### src/rtl/i2c_cmd_pkg.sv
package i2c_cmd_pkg;
  localparam int WORD_W    = 64;
  localparam int VALID_BIT = 63;
  localparam int OP_LSB    = 57;
  localparam int RD_BIT    = 56;
  localparam int SIZE_LSB  = 52;
  localparam int IA2_BIT   = 50;
  localparam int ADDR_LSB  = 40;
  localparam int IA_LSB    = 32;

  localparam logic [7:0] CODE_WR_OK   = 8'h28;
  localparam logic [7:0] CODE_WA_NAK  = 8'h20;
  localparam logic [7:0] CODE_RA_NAK  = 8'h48;
  localparam logic [7:0] CODE_WD_NAK  = 8'h30;

  typedef enum logic [2:0] {
    BUS_START   = 3'd0,
    BUS_RESTART = 3'd1,
    BUS_WRITE   = 3'd2,
    BUS_READ    = 3'd3,
    BUS_STOP    = 3'd4,
    BUS_NONE    = 3'd7
  } bus_op_e;

  typedef enum logic [1:0] {
    SRC_ADDR_HI,
    SRC_ADDR_LO,
    SRC_IA,
    SRC_DATA
  } byte_src_e;

  typedef enum logic [2:0] {
    ST_IDLE, ST_START, ST_ADR1, ST_ADR2, ST_IA, ST_RSTART, ST_DATA, ST_STOP
  } seq_state_e;
endpackage

### src/rtl/i2c_cmd_lanes.sv
module i2c_cmd_lanes #(
  parameter int NBYTES = 8,
  localparam int IDX_W = $clog2(NBYTES),
  localparam int DW    = 8 * NBYTES
) (
  input  logic [DW-1:0]    data_i,
  input  logic [IDX_W-1:0] last_i,
  input  logic [IDX_W-1:0] idx_i,
  input  logic             cap_i,
  input  logic [7:0]       cap_byte_i,
  output logic [7:0]       byte_o,
  output logic [DW-1:0]    data_o
);
  logic [IDX_W-1:0] lane;
  logic [NBYTES-1:0][7:0] pick;

  assign lane = last_i - idx_i;

  for (genvar l = 0; l < NBYTES; l++) begin : g_lane
    logic hit;
    assign hit = (lane == IDX_W'(l));
    assign pick[l] = hit ? data_i[8*l +: 8] : 8'h00;
    assign data_o[8*l +: 8] = (hit && cap_i) ? cap_byte_i : data_i[8*l +: 8];
  end

  always_comb begin
    byte_o = 8'h00;
    for (int l = 0; l < NBYTES; l++) byte_o = byte_o | pick[l];
  end
endmodule

### src/rtl/i2c_cmd_fsm.sv
module i2c_cmd_fsm
  import i2c_cmd_pkg::*;
#(
  parameter int IDX_W = 3
) (
  input  logic             clk_i,
  input  logic             rst_ni,
  input  logic             go_i,
  input  logic             rd_i,
  input  logic             ten_i,
  input  logic             ia_i,
  input  logic             ia_two_i,
  input  logic [IDX_W-1:0] last_i,
  input  logic             bus_done_i,
  input  logic             bus_nak_i,
  output logic             req_o,
  output bus_op_e          op_o,
  output byte_src_e        src_o,
  output logic             rw_o,
  output logic             ia_hi_o,
  output logic [IDX_W-1:0] idx_o,
  output logic             mack_o,
  output logic             cap_o,
  output logic             fin_o,
  output logic             fail_o,
  output logic [7:0]       code_o
);
  seq_state_e state_q, after_addr;
  logic second_q, ia_hi_q, fail_q;
  logic [IDX_W-1:0] idx_q;
  logic [7:0] code_q;
  logic rw;

  // first phase is write-direction unless a plain 7-bit transfer
  assign rw = second_q ? rd_i : ((ia_i || ten_i) ? 1'b0 : rd_i);

  always_comb begin
    if (!second_q && ia_i)             after_addr = ST_IA;
    else if (!second_q && ten_i && rd_i) after_addr = ST_RSTART;
    else                               after_addr = ST_DATA;
  end

  always_ff @(posedge clk_i or negedge rst_ni) begin
    if (!rst_ni) begin
      state_q  <= ST_IDLE;
      second_q <= 1'b0;
      ia_hi_q  <= 1'b0;
      fail_q   <= 1'b0;
      idx_q    <= '0;
      code_q   <= 8'h00;
    end else begin
      case (state_q)
        ST_IDLE: if (go_i) begin
          state_q  <= ST_START;
          second_q <= 1'b0;
          fail_q   <= 1'b0;
          idx_q    <= '0;
          code_q   <= 8'h00;
        end
        ST_START: if (bus_done_i) begin
          state_q <= ST_ADR1;
          ia_hi_q <= ia_two_i;
        end
        ST_RSTART: if (bus_done_i) begin
          state_q  <= ST_ADR1;
          second_q <= 1'b1;
        end
        ST_ADR1: if (bus_done_i) begin
          if (bus_nak_i) begin
            fail_q  <= 1'b1;
            code_q  <= rw ? CODE_RA_NAK : CODE_WA_NAK;
            state_q <= ST_STOP;
          end else if (ten_i && !(second_q && rd_i)) state_q <= ST_ADR2;
          else state_q <= after_addr;
        end
        ST_ADR2: if (bus_done_i) begin
          if (bus_nak_i) begin
            fail_q  <= 1'b1;
            code_q  <= CODE_WA_NAK;
            state_q <= ST_STOP;
          end else state_q <= after_addr;
        end
        ST_IA: if (bus_done_i) begin
          if (bus_nak_i) begin
            fail_q  <= 1'b1;
            code_q  <= CODE_WD_NAK;
            state_q <= ST_STOP;
          end else if (ia_hi_q) ia_hi_q <= 1'b0;
          else state_q <= ST_RSTART;
        end
        ST_DATA: if (bus_done_i) begin
          if (!rd_i && bus_nak_i) begin
            fail_q  <= 1'b1;
            code_q  <= CODE_WD_NAK;
            state_q <= ST_STOP;
          end else if (idx_q == last_i) begin
            if (!rd_i) code_q <= CODE_WR_OK;
            state_q <= ST_STOP;
          end else idx_q <= idx_q + 1'b1;
        end
        ST_STOP: if (bus_done_i) state_q <= ST_IDLE;
        default: state_q <= ST_IDLE;
      endcase
    end
  end

  always_comb begin
    unique case (state_q)
      ST_START:  op_o = BUS_START;
      ST_RSTART: op_o = BUS_RESTART;
      ST_ADR1, ST_ADR2, ST_IA: op_o = BUS_WRITE;
      ST_DATA:   op_o = rd_i ? BUS_READ : BUS_WRITE;
      ST_STOP:   op_o = BUS_STOP;
      default:   op_o = BUS_NONE;
    endcase
    unique case (state_q)
      ST_ADR1: src_o = SRC_ADDR_HI;
      ST_ADR2: src_o = SRC_ADDR_LO;
      ST_IA:   src_o = SRC_IA;
      default: src_o = SRC_DATA;
    endcase
  end

  assign req_o   = (state_q != ST_IDLE);
  assign rw_o    = rw;
  assign ia_hi_o = ia_hi_q;
  assign idx_o   = idx_q;
  assign mack_o  = (idx_q != last_i);
  assign cap_o   = (state_q == ST_DATA) && bus_done_i && rd_i;
  assign fin_o   = (state_q == ST_STOP) && bus_done_i;
  assign fail_o  = fail_q;
  assign code_o  = code_q;
endmodule

### src/rtl/i2c_cmd_engine.sv
module i2c_cmd_engine
  import i2c_cmd_pkg::*;
#(
  parameter int NBYTES = 8,
  localparam int IDX_W = $clog2(NBYTES),
  localparam int DW    = 8 * NBYTES
) (
  input  logic              clk_i,
  input  logic              rst_ni,
  input  logic              cmd_wr_i,
  input  logic [WORD_W-1:0] cmd_wdata_i,
  input  logic              ext_wr_i,
  input  logic [WORD_W-1:0] ext_wdata_i,
  output logic [WORD_W-1:0] cmd_o,
  output logic [WORD_W-1:0] ext_o,
  output logic              done_irq_o,
  output logic              bus_req_o,
  output logic [2:0]        bus_op_o,
  output logic [7:0]        bus_wbyte_o,
  output logic              bus_mack_o,
  input  logic              bus_done_i,
  input  logic              bus_nak_i,
  input  logic [7:0]        bus_rbyte_i
);
  logic [WORD_W-1:0] cmd_q, ext_q;
  logic irq_q, busy, go;
  logic rd, ten, ia, ia_two;
  logic [IDX_W-1:0] last;
  logic [9:0] addr;

  logic req, rw, ia_hi, mack, cap, fin, fail;
  bus_op_e op;
  byte_src_e src;
  logic [IDX_W-1:0] idx;
  logic [7:0] code, data_byte;
  logic [DW-1:0] data_cur, data_nxt;

  assign busy   = cmd_q[VALID_BIT];
  assign go     = cmd_wr_i && !busy && cmd_wdata_i[VALID_BIT];
  assign rd     = cmd_q[RD_BIT];
  assign ten    = cmd_q[OP_LSB];
  assign ia     = cmd_q[OP_LSB+1];
  assign ia_two = cmd_q[IA2_BIT];
  assign last   = cmd_q[SIZE_LSB +: IDX_W];
  assign addr   = cmd_q[ADDR_LSB +: 10];
  assign data_cur = {ext_q[DW/2-1:0], cmd_q[DW/2-1:0]};

  i2c_cmd_fsm #(.IDX_W(IDX_W)) u_fsm (
    .clk_i, .rst_ni,
    .go_i(go), .rd_i(rd), .ten_i(ten), .ia_i(ia), .ia_two_i(ia_two),
    .last_i(last), .bus_done_i, .bus_nak_i,
    .req_o(req), .op_o(op), .src_o(src), .rw_o(rw), .ia_hi_o(ia_hi),
    .idx_o(idx), .mack_o(mack), .cap_o(cap), .fin_o(fin),
    .fail_o(fail), .code_o(code)
  );

  i2c_cmd_lanes #(.NBYTES(NBYTES)) u_lanes (
    .data_i(data_cur), .last_i(last), .idx_i(idx),
    .cap_i(cap), .cap_byte_i(bus_rbyte_i),
    .byte_o(data_byte), .data_o(data_nxt)
  );

  always_comb begin
    unique case (src)
      SRC_ADDR_HI: bus_wbyte_o = ten ? {5'b11110, addr[9:8], rw} : {addr[6:0], rw};
      SRC_ADDR_LO: bus_wbyte_o = addr[7:0];
      SRC_IA:      bus_wbyte_o = ia_hi ? ext_q[IA_LSB +: 8] : cmd_q[IA_LSB +: 8];
      default:     bus_wbyte_o = data_byte;
    endcase
  end

  always_ff @(posedge clk_i or negedge rst_ni) begin
    if (!rst_ni) begin
      cmd_q <= '0;
      ext_q <= '0;
      irq_q <= 1'b0;
    end else begin
      irq_q <= fin;
      if (ext_wr_i && !busy) ext_q <= ext_wdata_i;
      if (cmd_wr_i && !busy) cmd_q <= cmd_wdata_i;
      if (cap) begin
        cmd_q[DW/2-1:0] <= data_nxt[DW/2-1:0];
        ext_q[DW/2-1:0] <= data_nxt[DW-1:DW/2];
      end
      if (fin) begin
        cmd_q[VALID_BIT] <= 1'b0;
        if (fail) cmd_q[RD_BIT] <= 1'b0;
        if (fail || !rd) cmd_q[7:0] <= code;
      end
    end
  end

  assign cmd_o      = cmd_q;
  assign ext_o      = ext_q;
  assign done_irq_o = irq_q;
  assign bus_req_o  = req;
  assign bus_op_o   = op;
  assign bus_mack_o = mack;
endmodule

### config.mk
export PLATFORM = sky130hd
export DESIGN_NAME = i2c_cmd_engine
export DESIGN_NICKNAME = d
export VERILOG_FILES = /design/src/rtl/i2c_cmd_pkg.sv /design/src/rtl/i2c_cmd_lanes.sv /design/src/rtl/i2c_cmd_fsm.sv /design/src/rtl/i2c_cmd_engine.sv
export SDC_FILE = /design/constraint.sdc
export NUM_CORES = 1
export LEC_CHECK = 0
export BUFFER_PORTS_ARGS = -buffer_cell sky130_fd_sc_hd__buf_2
export CORE_UTILIZATION = 40
export DETAILED_ROUTE_END_ITERATION = 6
export PLACE_DENSITY = 0.67
export SLEW_MARGIN = 0
export SYNTH_ARGS = -nofsm -noshare
export SYNTH_HDL_FRONTEND = slang
export SYNTH_SLANG_ARGS = --single-unit
### constraint.sdc
create_clock -name clk_i -period 6.9 [get_ports clk_i]
set_input_delay 0.69 -clock clk_i [delete_from_list [all_inputs] [get_ports clk_i]]
set_output_delay 0.69 -clock clk_i [all_outputs]
set_load 0.1 [all_outputs]
Word level (Yosys, flattened, before mapping). Cells that the tools add are included.

Reductions and logical operators: 53. Equal/unequal tests: 46. Add/subtract/negate cells: 2. Mux-type cells: 80. Bitwise operators: 7.

Operators with widths (number): 2-to-1 mux 8 bit (31); 2-to-1 mux 32 bit (3); 2-to-1 mux 64 bit (1); OR 8 bit (7); 2-to-1 mux 3 bit (18); != test 2 bit (second input constant) (21); case mux 8 bit (5 select lines) (1); equality test 3 bit (second input constant) (8); case mux 8 bit (3 select lines) (1); case mux 3 bit (7 select lines) (1); logical AND 1 bit (20); 2-to-1 mux 1 bit (15); case mux 3 bit (5 select lines) (1); AND reduction 2 bit (7); equality test 3 x 2 -> 1 bit (second input constant) (4); nonzero test 2 bit (6); AND reduction 11 bit (1); AND reduction 9 bit (1); != test 2 x 1 -> 1 bit (second input constant) (4); 2-to-1 mux 7 bit (1); equality test 3 x 1 -> 1 bit (second input constant) (2); logical NOT 3 bit (2); case mux 2 bit (3 select lines) (1); case mux 3 bit (2 select lines) (1); 23 further kinds (30).

Output and inout port bits: 142. Register bits: 146. Word-level logic and storage cells: 206. Input bits: 142.

Longest topological paths before layout.
Depth after elaboration: 11. Depth in mapped cells: 10. Gate-level depth less buffers: 8.

Cells and area by module. From an unflattened synthesis, not the netlist that was laid out.

Cell total of the unflattened synthesis: 794. Area, all modules: 8518.2 µm².

By module, submodules not included: i2c_cmd_engine (seq. area each 3228.1 µm², cells an instance 537, area an instance 6007.0 µm², times used 1); i2c_cmd_lanes (seq. area each 0.0 µm², cells an instance 134, area an instance 1428.9 µm², times used 1); i2c_cmd_fsm (seq. area each 325.3 µm², cells an instance 123, area an instance 1082.3 µm², times used 1).

Worst setup path after synthesis. OpenSTA, ideal clock, no wires.

Path kind: reg-to-output. Start point: register cmd_q[52] (netlist: cmd_o[52]). End point: output port bus_wbyte_o[4]. Cell stages (with the launch flop): 11. Slack: 1.746 ns. Data required time: 6.210 ns. Buffers on the path: 2. Arrival time: 4.464 ns. Cells stage by stage: dfrtp_1 inv_1 ha_1 fa_1 clkbuf_1 xnor3_2 and2_0 clkbuf_1 a32oi_1 a32o_1 a31oi_1.

Longest elaborated chain between the ends: 11. Elaborated cells between the ends (all ways): 25. Classes of those cells: 1 x add/sub; 7 x eq/ne; 9 x mux; 7 x bitwise; 1 x reduce/logical.

RTL lines: from (decl) (line i2c_cmd_engine.sv:25) `logic [WORD_W-1:0] cmd_q, ext_q;`; from (signal assigned) (line i2c_cmd_engine.sv:80) `if (cmd_wr_i && !busy) cmd_q <= cmd_wdata_i;`; from (signal, indexed assignment) (line i2c_cmd_engine.sv:82) `cmd_q[DW/2-1:0] <= data_nxt[DW/2-1:0];`; subtractor 3 bit (*) (line i2c_cmd_lanes.sv:17) `assign lane = last_i - idx_i;`; equality test 3 x 1 -> 1 bit or logical NOT 3 bit (tied branches) (line i2c_cmd_lanes.sv:21) `assign hit = (lane == IDX_W'(l));`; 2-to-1 mux 8 bit (line i2c_cmd_lanes.sv:22) `assign pick[l] = hit ? data_i[8*l +: 8] : 8'h00;`; OR 8 bit (6 in a row) (line i2c_cmd_lanes.sv:28) `for (int l = 0; l < NBYTES; l++) byte_o = byte_o | pick[l];`; OR 8 bit (*) (line i2c_cmd_lanes.sv:28); case mux 8 bit (3 select lines) (*) (line i2c_cmd_engine.sv:64) `unique case (src)`; to (decl) (line i2c_cmd_engine.sv:19) `output logic [7:0] bus_wbyte_o,`.

Every way passes the cells marked *; elsewhere a longest branch is shown, timed or not.

Worst setup path in the final report.
Start point: register u_fsm.idx_q[0] (netlist: u_fsm.idx_o[0]). End point: output port bus_wbyte_o[4].

Longest elaborated chain between the ends: 11. Elaborated cells between the ends (all ways): 25. Classes of those cells: 1 x add/sub; 7 x eq/ne; 9 x mux; 7 x bitwise; 1 x reduce/logical.

RTL lines: from (decl) (line i2c_cmd_fsm.sv:30) `logic [IDX_W-1:0] idx_q;`; from (signal assigned) (line i2c_cmd_fsm.sv:99) `end else idx_q <= idx_q + 1'b1;`; subtractor 3 bit (*) (line i2c_cmd_lanes.sv:17); equality test 3 x 1 -> 1 bit or logical NOT 3 bit (tied branches) (line i2c_cmd_lanes.sv:21); 2-to-1 mux 8 bit (line i2c_cmd_lanes.sv:22); OR 8 bit (6 in a row) (line i2c_cmd_lanes.sv:28); OR 8 bit (*) (line i2c_cmd_lanes.sv:28); case mux 8 bit (3 select lines) (*) (line i2c_cmd_engine.sv:64).

Marks and branches as above.

==> out/metrics.cfg <==
[grt]
grt_overflow=0
grt_max_degree=79
grt_usage_pct=26.9
antenna_found_initial=2
grt_pass1_vias=6895
grt_pass1_wl_um=39200

[clocking]
cts_max_level=4
post_cts.repair.setup_buffers=0
clock_sinks=142
postCtsHoldBufs=0
post_cts_resized=0
numCtsBuffers=17
path_clk_slew_ns=0.07
cts_tree=done
clockBufferDepth=2
root_buffer=clkbuf_16
clk_latency_ns=0.42

[finish]
drive_above_1_share_pct=40.4
fillers=1669
syn_to_final_growth_pct=28.5
nNetsFinal=1136

[detailed_routing]
route.detailed.drc=20
finalWirelength_um=25600
num_vias=7021
drtIter0Drc=710
via_per_inst=5.69
ant_nets=0
firstDrtPassIters=7
wire_per_inst_um=20.7

[floorplan]
die-height_um=138
dieArea_mm2=0.0191
die_w_um=138
start_util_pct=41.0
fp.coreArea_mm2=0.0181
rows=49
ios=284

[worst_setup_path]
critPathCaptureType=primary output
cp.arrival_ns=3.76
worstPathMaxFanout=26
critPathLaunchType=flop
r2r_cells=6
crit_required_ns=6.21
crit_type=reg2out

[outcome]
violations=DRC
status=finished with violations

[place]
dp_hpwl_um=19200
place.port_buffers=283
gp_congestion=0.911

[sta]
finalHoldViolCount=0
maxSlewHeadroom_pct=32.1
period_needed_ns=4.45
worst_pin_slew_ns=1.02
setup_viol=0
period_share_pct=64.4
fin_setup_tns_ns=0
drv_slew=0
fin_skew_ns=0.00981
whs_ns=0.272
grt_setup_unrepaired=false
fmax_mhz=225

[yosys]
synth_edf_count=0
synth_top_area_cell=dfrtp_1
synth.avg_cell_area_um2=10.0
yosys.area.top_type_share_pct=47.9
synth_cell_types=65
syn_nets=885
synth_flop_cell=dfrtp_1
yosys-top-cells-area=dfrtp_1, mux2_2, a21oi_1
syn_inst=739
synthArstFlopShare_pct=100
yosysWarnings=0
ys_ff_latch=142
yosysSeqAreaShare_pct=47.9
syn_area_mm2=0.00741

[run]
maxCapViolations=0

[hold_path]
hold_class=in2async

==> cell usage after synthesis, types with 3 or more instances <==
| master | count |
|---|---|
| dfrtp_1 | 142 |
| a21oi_1 | 86 |
| mux2_2 | 68 |
| inv_1 | 49 |
| nor2_1 | 45 |
| nand2_1 | 40 |
| mux2i_1 | 36 |
| clkbuf_1 | 35 |
| o21ai_0 | 32 |
| o22ai_1 | 27 |
| a31oi_1 | 15 |
| and3_1 | 15 |
| nand3_1 | 15 |
| nor3_1 | 10 |
| buf_2 | 9 |
| a22o_1 | 7 |
| nand3b_1 | 6 |
| nor2b_1 | 6 |
| o31ai_1 | 6 |
| a221oi_1 | 5 |
| buf_1 | 5 |
| buf_4 | 5 |
| a2bb2oi_1 | 4 |
| and2_1 | 4 |
| nand2b_1 | 4 |
| o311ai_0 | 4 |
| a32o_1 | 3 |
| a32oi_1 | 3 |
| ha_1 | 3 |
| o21a_1 | 3 |
| or2_2 | 3 |
| or3_1 | 3 |
==> area by class of cell <==
type / instances / area [µm²] / share of cell area [%]
flip-flops and latches: 142 / 3550 / 37.3
multi-input cells: 492 / 3450 / 36.2
repair buffers: 288 / 1460 / 15.3
clock buffers: 18 / 439 / 4.61
well taps: 229 / 287 / 3.01
inverters: 49 / 184 / 1.93
clock inverters: 14 / 146 / 1.54
diodes: 2 / 5.00 / 0.0525
==> layer usage <==
layer | track usage [%] | wire, µm | vias to the layer above
met4 | 9.64 | 703 | 0
met2 | 42.5 | 12000 | 357
li1 | - | - | 3169
met5 | 0 | 0 | -
met1 | 35.2 | 10500 | 3454
met3 | 7.52 | 2440 | 41
==> stage by stage <==
step | setup slack [ns] | instance area [µm²] | std cells | utilization, %
after floorplan | 1.75 | 7410 | 739 | -
after global placement | 2.93 | 8930 | 1200 | 49.4
after detailed placement | 2.82 | 8930 | 1200 | 49.4
after CTS | 2.35 | 9510 | 1232 | 52.6
after global routing | 2.31 | 9520 | 1234 | 52.7
final | 2.45 | 9520 | 1234 | 52.7
==> worst paths after layout <==
path	end	startpoint	slack, ns
max	bus_wbyte_o[4]	u_fsm.idx_o[0]	2.45
max in group asynchronous	ext_o[33]	rst_ni	5.31
min reg2reg	cmd_o[59]	cmd_o[59]	0.50
min	ext_o[23]	rst_ni	0.27
max reg2reg	cmd_o[20]	u_fsm.idx_o[0]	3.74
min in group clk_i	cmd_o[58]	cmd_wdata_i[58]	0.47
==> cells in the final DEF, fill, tap and decap left out, drive strengths merged, types with 11 or more instances in the layout <==
cell type,instances
nor3,11
clkbuf,18
nor2,45
mux2,68
o22ai,27
and3,15
o21ai,33
a21oi,87
nand2,42
buf,288
inv,58
mux2i,36
dfrtp,142
a31oi,15
nand3,15
==> sequential cells by signal (all words and copies together) (netlist names) <==
signal and cells:
cmd_o 64, done_irq_o 1, ext_o 64, u_fsm.code_o 4, u_fsm.fail_o 1, u_fsm.ia_hi_o 1
u_fsm.idx_o 3, u_fsm.second_q 1, u_fsm.state_q 3
==> kinds of logic (layout without fill, tap and decap cells) <==
logic type / count (synthesis) / after routing / synth area share, %
buffers and inverters: 105 / 369 / 5.84
AOI/OAI and AO/OA: 222 / 222 / 19.3
adders and majority gates: 4 / 4 / 0.776
other: 0 / 2 / 0
DFF: 142 / 142 / 47.9
and+or+nand+nor: 157 / 157 / 10.2
muxes: 104 / 104 / 15.2
xor gates and xnor gates: 5 / 5 / 0.793
==> worst max-delay path: stages (launching register included) <==
cell and delay [ns]:
dfrtp_1 0.41, ha_1 0.21, fa_1 0.64, xnor3_2 0.67, and2_0 0.41, a32oi_1 0.08
a32o_1 0.23, a31oi_1 0.21, buf_2 0.47
Power is left out: the tool's default activity adds up to more than one toggle a clock period on the data nets, which glitch-free logic cannot reach.
